--- config.mk ---
export PLATFORM = sky130hd
export DESIGN_NAME = dll_grid_cal
export DESIGN_NICKNAME = d
export VERILOG_FILES = /design/src/rtl/dllcal_pkg.sv /design/src/rtl/dllcal_div.sv /design/src/rtl/dllcal_ctrl.sv /design/src/rtl/dllcal_dpath.sv /design/src/rtl/dll_grid_cal.sv
export SDC_FILE = /design/constraint.sdc
export NUM_CORES = 1
export LEC_CHECK = 0
export ABC_CLOCK_PERIOD_IN_PS = 10200
export BUFFER_PORTS_ARGS = -buffer_cell sky130_fd_sc_hd__buf_2
export CAP_MARGIN = 20
export CORE_MARGIN = 1.5
export CORE_UTILIZATION = 50
export CTS_CLUSTER_DIAMETER = 200
export CTS_CLUSTER_SIZE = 24
export DETAILED_ROUTE_END_ITERATION = 12
export PLACE_DENSITY = 0.7
export REMOVE_ABC_BUFFERS = 1
export SLEW_MARGIN = 20
export SYNTH_ARGS = -nofsm -noshare
export SYNTH_HDL_FRONTEND = slang
export SYNTH_HIERARCHICAL = 1
export SYNTH_SLANG_ARGS = --single-unit
--- constraint.sdc ---
create_clock -name clk -period 10.2 [get_ports clk]
set_input_delay 0.51 -clock clk [delete_from_list [all_inputs] [get_ports clk]]
set_output_delay 0.51 -clock clk [all_outputs]
set_load 0.05 [all_outputs]
--- src/rtl/dllcal_pkg.sv ---
package dllcal_pkg;

  typedef enum logic [2:0] {
    ST_IDLE,
    ST_SETTLE,
    ST_REQ,
    ST_EVAL,
    ST_DIVWAIT
  } calState_t;

  typedef struct packed {
    logic setDefault;
    logic initGrid;
    logic record;
    logic passBit;
    logic step;
    logic divStart;
    logic latchResult;
  } calStrobe_t;

endpackage

--- src/rtl/dllcal_div.sv ---
module dllcal_div #(
  parameter int NUM_W = 19,
  parameter int DEN_W = 13,
  parameter int OUT_W = 6
) (
  input  logic             clk,
  input  logic             rstN,
  input  logic             start,
  input  logic [NUM_W-1:0] numer,
  input  logic [DEN_W-1:0] denom,
  output logic             done,
  output logic [OUT_W-1:0] quot
);
  localparam int CNT_W = $clog2(NUM_W + 1);

  logic [DEN_W:0]   rem;
  logic [NUM_W-1:0] q;
  logic [CNT_W-1:0] cnt;
  logic             run;
  logic [DEN_W:0]   shifted;
  logic [DEN_W:0]   diff;
  logic             ge;

  always_comb begin
    shifted = {rem[DEN_W-1:0], q[NUM_W-1]};
    ge      = shifted >= {1'b0, denom};
    diff    = shifted - {1'b0, denom};
  end

  always_ff @(posedge clk or negedge rstN) begin
    if (!rstN) begin
      rem  <= '0;
      q    <= '0;
      cnt  <= '0;
      run  <= 1'b0;
      done <= 1'b0;
    end else begin
      done <= 1'b0;
      if (start) begin
        rem <= '0;
        q   <= numer;
        cnt <= CNT_W'(NUM_W);
        run <= 1'b1;
      end else if (run) begin
        rem <= ge ? diff : shifted;
        q   <= {q[NUM_W-2:0], ge};
        cnt <= cnt - 1'b1;
        if (cnt == CNT_W'(1)) begin
          run  <= 1'b0;
          done <= 1'b1;
        end
      end
    end
  end

  assign quot = q[OUT_W-1:0];
endmodule

--- src/rtl/dllcal_ctrl.sv ---
module dllcal_ctrl
  import dllcal_pkg::*;
#(
  parameter int SETTLE_W = 8
) (
  input  logic                clk,
  input  logic                rstN,
  input  logic                start,
  input  logic [SETTLE_W-1:0] settleCycles,
  input  logic                testDone,
  input  logic                testPass,
  input  logic                lastPoint,
  input  logic                anyPass,
  input  logic                divDone,
  output calStrobe_t          strb,
  output logic                testReq,
  output logic                busy,
  output logic                done,
  output logic                fail
);
  calState_t           state, nState;
  logic [SETTLE_W-1:0] cnt, nCnt;
  logic                probing, nProbing;
  logic                nDone, nFail;

  always_comb begin
    nState   = state;
    nCnt     = cnt;
    nProbing = probing;
    nDone    = done;
    nFail    = fail;
    strb     = '0;
    case (state)
      ST_IDLE: begin
        if (start) begin
          strb.setDefault = 1'b1;
          nState   = ST_SETTLE;
          nCnt     = '0;
          nProbing = 1'b1;
          nDone    = 1'b0;
          nFail    = 1'b0;
        end
      end
      ST_SETTLE: begin
        if (cnt == settleCycles) nState = ST_REQ;
        else nCnt = cnt + 1'b1;
      end
      ST_REQ: begin
        if (testDone) begin
          nCnt = '0;
          if (probing) begin
            if (testPass) begin
              strb.initGrid = 1'b1;
              nProbing = 1'b0;
              nState   = ST_SETTLE;
            end else begin
              nFail  = 1'b1;
              nDone  = 1'b1;
              nState = ST_IDLE;
            end
          end else begin
            strb.record  = 1'b1;
            strb.passBit = testPass;
            if (lastPoint) begin
              nState = ST_EVAL;
            end else begin
              strb.step = 1'b1;
              nState    = ST_SETTLE;
            end
          end
        end
      end
      ST_EVAL: begin
        if (!anyPass) begin
          strb.setDefault = 1'b1;
          nFail  = 1'b1;
          nDone  = 1'b1;
          nState = ST_IDLE;
        end else begin
          strb.divStart = 1'b1;
          nState = ST_DIVWAIT;
        end
      end
      ST_DIVWAIT: begin
        if (divDone) begin
          strb.latchResult = 1'b1;
          nDone  = 1'b1;
          nState = ST_IDLE;
        end
      end
      default: nState = ST_IDLE;
    endcase
  end

  always_ff @(posedge clk or negedge rstN) begin
    if (!rstN) begin
      state   <= ST_IDLE;
      cnt     <= '0;
      probing <= 1'b0;
      done    <= 1'b0;
      fail    <= 1'b0;
    end else begin
      state   <= nState;
      cnt     <= nCnt;
      probing <= nProbing;
      done    <= nDone;
      fail    <= nFail;
    end
  end

  assign testReq = (state == ST_REQ);
  assign busy    = (state != ST_IDLE);
endmodule

--- src/rtl/dllcal_dpath.sv ---
module dllcal_dpath
  import dllcal_pkg::*;
#(
  parameter int             CODE_W   = 6,
  parameter logic [CODE_W-1:0] DEF_RX = 6'd32,
  parameter logic [CODE_W-1:0] DEF_TX = 6'd32,
  parameter logic [7:0]     RD_DELAY = 8'd2
) (
  input  logic              clk,
  input  logic              rstN,
  input  calStrobe_t        strb,
  input  logic [CODE_W-1:0] rxLo,
  input  logic [CODE_W-1:0] rxHi,
  input  logic [CODE_W-1:0] txLo,
  input  logic [CODE_W-1:0] txHi,
  input  logic [CODE_W-1:0] gridStep,
  output logic [CODE_W-1:0] rxCode,
  output logic [CODE_W-1:0] txCode,
  output logic              lastPoint,
  output logic              anyPass,
  output logic              divDone,
  output logic              traceValid,
  output logic [31:0]       traceWord
);
  localparam int PT_W  = 2 * CODE_W + 1;
  localparam int SUM_W = PT_W + CODE_W;
  localparam int LANES = 2;

  logic [SUM_W-1:0]  rxSum, txSum;
  logic [PT_W-1:0]   passCnt;
  logic [CODE_W-1:0] stepEff;
  logic [CODE_W:0]   rxNext, txNext;
  logic              rxWrap, txWrap;

  logic [SUM_W-1:0]  laneNum  [LANES];
  logic [CODE_W-1:0] laneQuot [LANES];
  logic              laneDone [LANES];

  always_comb begin
    stepEff   = (gridStep == '0) ? CODE_W'(1) : gridStep;
    rxNext    = {1'b0, rxCode} + {1'b0, stepEff};
    txNext    = {1'b0, txCode} + {1'b0, stepEff};
    rxWrap    = rxNext > {1'b0, rxHi};
    txWrap    = txNext > {1'b0, txHi};
    lastPoint = rxWrap && txWrap;
    anyPass   = (passCnt != '0);
    laneNum[0] = rxSum + SUM_W'(passCnt >> 1);
    laneNum[1] = txSum + SUM_W'(passCnt >> 1);
  end

  generate
    for (genvar g = 0; g < LANES; g++) begin : gLane
      dllcal_div #(
        .NUM_W(SUM_W),
        .DEN_W(PT_W),
        .OUT_W(CODE_W)
      ) uDiv (
        .clk  (clk),
        .rstN (rstN),
        .start(strb.divStart),
        .numer(laneNum[g]),
        .denom(passCnt),
        .done (laneDone[g]),
        .quot (laneQuot[g])
      );
    end
  endgenerate

  assign divDone = laneDone[0] && laneDone[1];

  always_ff @(posedge clk or negedge rstN) begin
    if (!rstN) begin
      rxCode     <= DEF_RX;
      txCode     <= DEF_TX;
      rxSum      <= '0;
      txSum      <= '0;
      passCnt    <= '0;
      traceValid <= 1'b0;
      traceWord  <= '0;
    end else begin
      traceValid <= strb.record;
      if (strb.record) begin
        traceWord <= {RD_DELAY, 8'(txCode), 8'(rxCode), 7'd0, strb.passBit};
        if (strb.passBit) begin
          rxSum   <= rxSum + SUM_W'(rxCode);
          txSum   <= txSum + SUM_W'(txCode);
          passCnt <= passCnt + 1'b1;
        end
      end
      if (strb.setDefault) begin
        rxCode  <= DEF_RX;
        txCode  <= DEF_TX;
        rxSum   <= '0;
        txSum   <= '0;
        passCnt <= '0;
      end else if (strb.initGrid) begin
        rxCode <= rxLo;
        txCode <= txLo;
      end else if (strb.step) begin
        if (rxWrap) begin
          rxCode <= rxLo;
          txCode <= txNext[CODE_W-1:0];
        end else begin
          rxCode <= rxNext[CODE_W-1:0];
        end
      end else if (strb.latchResult) begin
        rxCode <= laneQuot[0];
        txCode <= laneQuot[1];
      end
    end
  end
endmodule

--- src/rtl/dll_grid_cal.sv ---
module dll_grid_cal
  import dllcal_pkg::*;
#(
  parameter int                CODE_W   = 6,
  parameter int                SETTLE_W = 8,
  parameter logic [CODE_W-1:0] DEF_RX   = 6'd32,
  parameter logic [CODE_W-1:0] DEF_TX   = 6'd32,
  parameter logic [7:0]        RD_DELAY = 8'd2
) (
  input  logic                clk,
  input  logic                rstN,
  input  logic                start,
  input  logic [CODE_W-1:0]   rxLo,
  input  logic [CODE_W-1:0]   rxHi,
  input  logic [CODE_W-1:0]   txLo,
  input  logic [CODE_W-1:0]   txHi,
  input  logic [CODE_W-1:0]   gridStep,
  input  logic [SETTLE_W-1:0] settleCycles,
  input  logic                testDone,
  input  logic                testPass,
  output logic                testReq,
  output logic [CODE_W-1:0]   rxCode,
  output logic [CODE_W-1:0]   txCode,
  output logic [7:0]          rdDelay,
  output logic                traceValid,
  output logic [31:0]         traceWord,
  output logic                busy,
  output logic                done,
  output logic                fail
);
  calStrobe_t strb;
  logic       lastPoint, anyPass, divDone;

  dllcal_ctrl #(.SETTLE_W(SETTLE_W)) uCtrl (
    .clk         (clk),
    .rstN        (rstN),
    .start       (start),
    .settleCycles(settleCycles),
    .testDone    (testDone),
    .testPass    (testPass),
    .lastPoint   (lastPoint),
    .anyPass     (anyPass),
    .divDone     (divDone),
    .strb        (strb),
    .testReq     (testReq),
    .busy        (busy),
    .done        (done),
    .fail        (fail)
  );

  dllcal_dpath #(
    .CODE_W  (CODE_W),
    .DEF_RX  (DEF_RX),
    .DEF_TX  (DEF_TX),
    .RD_DELAY(RD_DELAY)
  ) uDpath (
    .clk       (clk),
    .rstN      (rstN),
    .strb      (strb),
    .rxLo      (rxLo),
    .rxHi      (rxHi),
    .txLo      (txLo),
    .txHi      (txHi),
    .gridStep  (gridStep),
    .rxCode    (rxCode),
    .txCode    (txCode),
    .lastPoint (lastPoint),
    .anyPass   (anyPass),
    .divDone   (divDone),
    .traceValid(traceValid),
    .traceWord (traceWord)
  );

  assign rdDelay = RD_DELAY;
endmodule

* After elaboration in Yosys (flattened, before gate mapping)
Cells that the tools add are included.
W data, S select, Z words.
** Cells by class
- Add/subtract/negate cells :: 12
- $mul :: 0
- Div/mod/pow operators :: 0
- Magnitude comparators :: 4
- Eq/ne operators :: 16
- Shift-type cells :: 0
- Multiplexer cells :: 85
- Bitwise gates (word level) :: 0
- Reductions and logical operators :: 22
** Operators with widths (count)
- $mux W19 :: 10
- $mux W13 :: 9
- $mux W6 :: 11
- $add A19 B12 Y19 :: 2
- $add A19 B6 Y19 :: 2
- $mux W1 :: 32
- $ge A14 B13 Y1 :: 2
- $sub A13 B13 Y13 :: 2
- $mux W8 :: 3
- $pmux W8 S3 :: 1
- $mux W5 :: 4
- $mux W3 :: 6
- $pmux W3 S5 :: 1
- $add A6 B6 Y7 :: 2
- $gt A7 B6 Y1 :: 2
- $add A13 B1 Y13 const B :: 1
- $reduce_bool A13 Y1 :: 1
- $ne A2 B2 Y1 const B :: 6
- $eq A5 B1 Y1 const B :: 2
- $reduce_bool A2 Y1 :: 5
- $sub A5 B1 Y5 const B :: 2
- $reduce_bool A3 Y1 :: 3
- $add A8 B1 Y8 const B :: 1
- $eq A8 B8 Y1 :: 1
- 19 further kinds :: 28
** Storage, ports and cells
- Register bits :: 170
- Bits in latches :: 0
- Bits in writable memories :: 0
- Memory bits (read-only) :: 0
- Input bits :: 43
- Output and inout bits :: 57
- Word-level logic and storage cells :: 161
- Memories :: 0

* Longest topological paths before layout
- Depth in word-level cells :: 12
- Gate-level depth with buffers :: 25

* By module
The synthesis kept the hierarchy.
** Modules (own cells, without submodules)
- dllcal_dpath :: instances 1, cells an instance 719, area an instance 6328.6 µm², sequential area each 1954.4 µm²
- dllcal_div at uDpath.gLane[1].uDiv :: instances 1, cells an instance 281, area an instance 2630.0 µm², sequential area each 975.9 µm²
- dllcal_div at uDpath.gLane[0].uDiv :: instances 1, cells an instance 284, area an instance 2563.7 µm², sequential area each 975.9 µm²
- dllcal_ctrl :: instances 1, cells an instance 114, area an instance 1006.0 µm², sequential area each 350.3 µm²
- dll_grid_cal :: instances 1, cells an instance 10, area an instance 67.6 µm², sequential area each 0.0 µm²

* Worst setup path after synthesis
No wires, ideal clock.
- Path type :: in2reg
- From :: in gridStep[2]
- To :: reg uDpath.txCode[0]
- Arrival :: 4.602 ns
- Data required time :: 10.075 ns
- Path slack :: 5.473 ns
- Stages on the path :: 23
- Path buffers :: 3
- Cell sequence :: buf_2 > nor4_1 > a21o_1 > ha_1 > inv_1 > fa_1 > o21bai_1 > a21oi_1 > nor2_1 > ha_1 > a21o_1 > a211o_1 > o21bai_1 > and2_1 > buf_4 > a21oi_1 > inv_1 > and2_1 > buf_2 > clkinv_1 > nor3_1 > a21oi_4 > mux2_2
** RTL lines
- start: declaration :: line dll_grid_cal.sv:17 : input logic [CODE_W-1:0] gridStep,
- end signal: assignment :: line dllcal_dpath.sv:98 : txCode <= txLo;
- end signal: assignment :: line dllcal_dpath.sv:102 : txCode <= txNext[CODE_W-1:0];
- end signal: assignment :: line dllcal_dpath.sv:108 : txCode <= laneQuot[1];
- end: declaration :: line dllcal_dpath.sv:18 : output logic [CODE_W-1:0] txCode,

==> impl_metrics.py <==
metrics = {
    "cts": {
        "cts.repair.resized": 0,
        "holdBufCountCts": 0,
        "clock_path_buffers": 2,
        "ctsRootBufferMaster": "clkbuf_16",
        "cts_num_sinks": 170,
        "cts_tree": "yes",
        "post-cts-setup-buffers": 0,
        "htreeDepth": 4,
        "clock_latency_ns": 0.43,
        "clk_pin_slew_ns": 0.07,
        "cts_made_buffers": 17,
    },
    "die": {
        "fp.dieW_um": 162,
        "core_area_um2": 24500,
        "die_area_um2": 26200,
        "fp-row-count": 57,
        "ios": 100,
        "die_y_um": 162,
        "initial_core_util_pct": 51.3,
    },
    "global_routing": {
        "grtUsageMet2_pct": 37.9,
        "use_met3_pct": 2.73,
        "grt_max_degree": 80,
        "grt_use_total_pct": 22.4,
        "grt_pass1_vias": 9590,
        "grt_pass1_wl_um": 47600,
        "gr-total-overflow": 0,
        "grtUsageMet1_pct": 30.5,
        "antenna_found_initial": 0,
        "top_usage_layer": "met2",
    },
    "logic_synthesis": {
        "yosysMostFrequentCell": "dfrtp_1",
        "syn_avg_cell_area_um2": 8.95,
        "synth_edf_count": 0,
        "synth-seq-area-share_pct": 33.8,
        "synth_common_cells": "dfrtp_1, nand2_1, nor2_1",
        "netlist_area_um2": 12600,
        "yosysTopAreaCell": "dfrtp_1",
        "ys_warn_count": 6,
        "synth_top_area_share_pct": 33.4,
        "synth-seq-cells": 170,
        "async_reset_ff_share_pct": 100,
        "postSynthCellCount": 1408,
        "synth_top_cells_by_area": "dfrtp_1, ha_1, xnor2_1",
        "yosysUniqueCellTypes": 100,
        "synth_ff_type": "dfrtp_1",
    },
    "sta": {
        "clock-skew-final_ns": 0.0130,
        "report.final.slew_viol_count": 0,
        "finalHoldViolCount": 0,
        "rsz0062_at_grt": "no",
        "fmax_mhz": 181,
        "worstMarginPinSlew_ns": 1.11,
        "fin_crit_sh_pct": 54.1,
        "setup_violations": 0,
        "finalSetupTns_ns": 0,
        "final.min_clock_period_ns": 5.52,
        "relSlewSlack_pct": 26.3,
    },
    "power_and_ir_drop": {
        "swShare_pct": 40.4,
        "power_frac_clock_pct": 24.4,
        "p_switching_uw": 1220,
        "pwr-share-comb_pct": 43.6,
        "p_leak_uw": 0.00627,
        "seqPwrFrac_pct": 32.1,
        "p_per_area_nw_per_um2": 222,
        "p_int_uw": 1800,
        "ir_drop_uv": 122,
    },
    "cells_and_area": {
        "num_antenna_cells": 0,
        "fin_cells": 1769,
        "drive_gt1_share_pct": 12.5,
        "nNetsFinal": 1574,
        "fin_area_um2": 13600,
        "area_growth_pct": 8.05,
    },
    "routing": {
        "antenna_left": 0,
        "viasPerCell": 5.64,
        "drc": 0,
        "drtPass1Iterations": 5,
        "drtIter0Drc": 639,
        "wirelength_um": 28600,
        "wl_per_cell_um": 16.2,
        "via_count": 9980,
    },
    "setup_path": {
        "worstSetupStartpointType": "primary input",
        "worstSetupEndpointType": "register",
        "r2r_cells": 19,
        "worstPathArrival_ns": 5.84,
        "path_class": "in2reg",
        "required_ns": 10.52,
        "r2r_start": "uDpath/rxCode[0]",
        "path_cells": "buf_2 > nor4_1 > a21o_1 > ha_1 > inv_1 > fa_1 > o21bai_1 > nand2_1 > a211oi_1 > nor2_1 > ha_1 > a21o_1 > a211o_1 > o21bai_1 > and2_1 > a21oi_1 > inv_1 > and2_1 > clkinv_1 > nor3_1 > a21oi_4 > mux2_2",
        "cp_max_fo": 15,
        "regToRegEndpoint": "uDpath/txCode[1]",
        "rrSetupSlack_ns": 4.96,
        "cp_slowest_cell": "and2_1",
        "slowest_delay_ns": 0.51,
    },
    "placement": {
        "dpl-instance-area_um2": 12900,
        "portBuffers": 73,
        "hpwlAfterDp_um": 19900,
        "placed_cells": 1737,
        "gp_congestion": 0.889,
    },
    "run_status": {
        "status": "finished clean",
    },
    "run": {
        "drv_cap": 0,
    },
    "worst_hold_path": {
        "hp-class": "in2async",
    },
}
## power groups by stage
stage	combinational (uW)	clock [uW]	sequential, uW
floorplan	1010	0	985
global placement	1280	0	979
detailed placement	1310	0	980
CTS	1320	751	969
global route	1470	772	991
finish	1320	736	969
## state kept, by name, summed over array words and instances, names as in the netlist, 3 cells and up
signal	flops
uDpath/txCode	6
uDpath/traceWord	14
uDpath/gLane.uDiv/cnt	10
uDpath/txSum	19
uDpath/rxSum	19
uDpath/rxCode	6
uDpath/gLane.uDiv/rem	26
uDpath/passCnt	13
uDpath/gLane.uDiv/q	38
uCtrl/state	3
uCtrl/cnt	8
## cell usage in the layout (no fill, tap or decap), types with 8 or more instances in the layout
master / Yosys / final
and3_1: 10 / 10
nor2b_1: 15 / 14
nand2_1: 141 / 141
xnor2_1: 72 / 72
o21ai_0: 92 / 92
xor2_1: 40 / 40
nor2_1: 129 / 128
nor3_1: 17 / 17
mux2i_1: 59 / 59
conb_1: 3 / 26
mux2_2: 19 / 19
ha_1: 91 / 91
o211ai_1: 10 / 10
dfrtp_1: 168 / 166
o21a_1: 10 / 10
inv_1: 81 / 81
nand3_1: 33 / 33
fa_1: 8 / 8
nand4_1: 12 / 12
nand2b_1: 11 / 11
buf_2: 4 / 72
a21oi_1: 82 / 82
or3_1: 13 / 13
a21o_1: 20 / 20
a211oi_1: 24 / 24
clkbuf_16: 0 / 17
## critical path, delay by kind of cell
kind                     cells  cell delay [ns]
AND/OR/NAND/NOR              6             2.00
adder cells (fa/ha/maj)      3             0.87
multiplexers                 1             0.30
buffers and inverters        4             0.77
AO/OA/AOI/OAI                8             1.35
## cell families (layout without fill, tap and decap cells)
| logic type | after synthesis | in the layout | share of synthesized area [%] |
|---|---|---|---|
| xor gates and xnor gates | 113 | 113 | 7.92 |
| muxes | 79 | 79 | 6.51 |
| adders and majority gates | 99 | 99 | 10.3 |
| other | 3 | 26 | 0.0894 |
| buffers and inverters | 178 | 192 | 6.89 |
| and+or+nand+nor | 444 | 444 | 17.1 |
| AOI/OAI and AO/OA | 322 | 322 | 17.4 |
| DFF | 170 | 170 | 33.8 |
## through the flow
stage | worst slack (ns) | util, % | power, uW | hold WS (ns)
6_report | 4.68 | 55.5 | 3020 | 0.0179
2_1_floorplan | 5.30 | - | 1990 | 0.214
3_5_place_dp | 4.36 | 52.8 | 2290 | 0.451
4_1_cts | 4.77 | 55.5 | 3040 | 0.0430
5_1_grt | 4.26 | 55.5 | 3240 | 0.0580
3_3_place_gp | 4.51 | 52.8 | 2260 | 0.454
## layer usage
metal	share of wire, %	wire length (um)	up-vias
met5	0	0	-
met4	1.2	344	0
met3	3.2	917	25
met2	48	13800	179
met1	47	13500	4831
li1	-	-	4945
## area by class of cell
class	instances	area (um^2)
sequential	170	4260
tap	324	405
clock buffer	18	429
fill	2292	10900
timing repair buffer	77	402
multi-input combinational	1083	7570
clock inverter	14	231
inverter	83	312
## how the worst max path moves through the flow
stage | start | end | slack [ns] | cells after the start
2_1_floorplan | gridStep[2] | uDpath/txCode[3] | 5.30 | 20
3_3_place_gp | gridStep[2] | uDpath/txCode[1] | 4.51 | 22
3_5_place_dp | gridStep[2] | uDpath/txCode[1] | 4.36 | 22
4_1_cts | gridStep[2] | uDpath/txCode[1] | 4.77 | 22
5_1_grt | gridStep[2] | uDpath/txCode[3] | 4.26 | 22
6_report | gridStep[2] | uDpath/txCode[1] | 4.68 | 22
No activity file was read; power rests on OpenSTA's default activity.
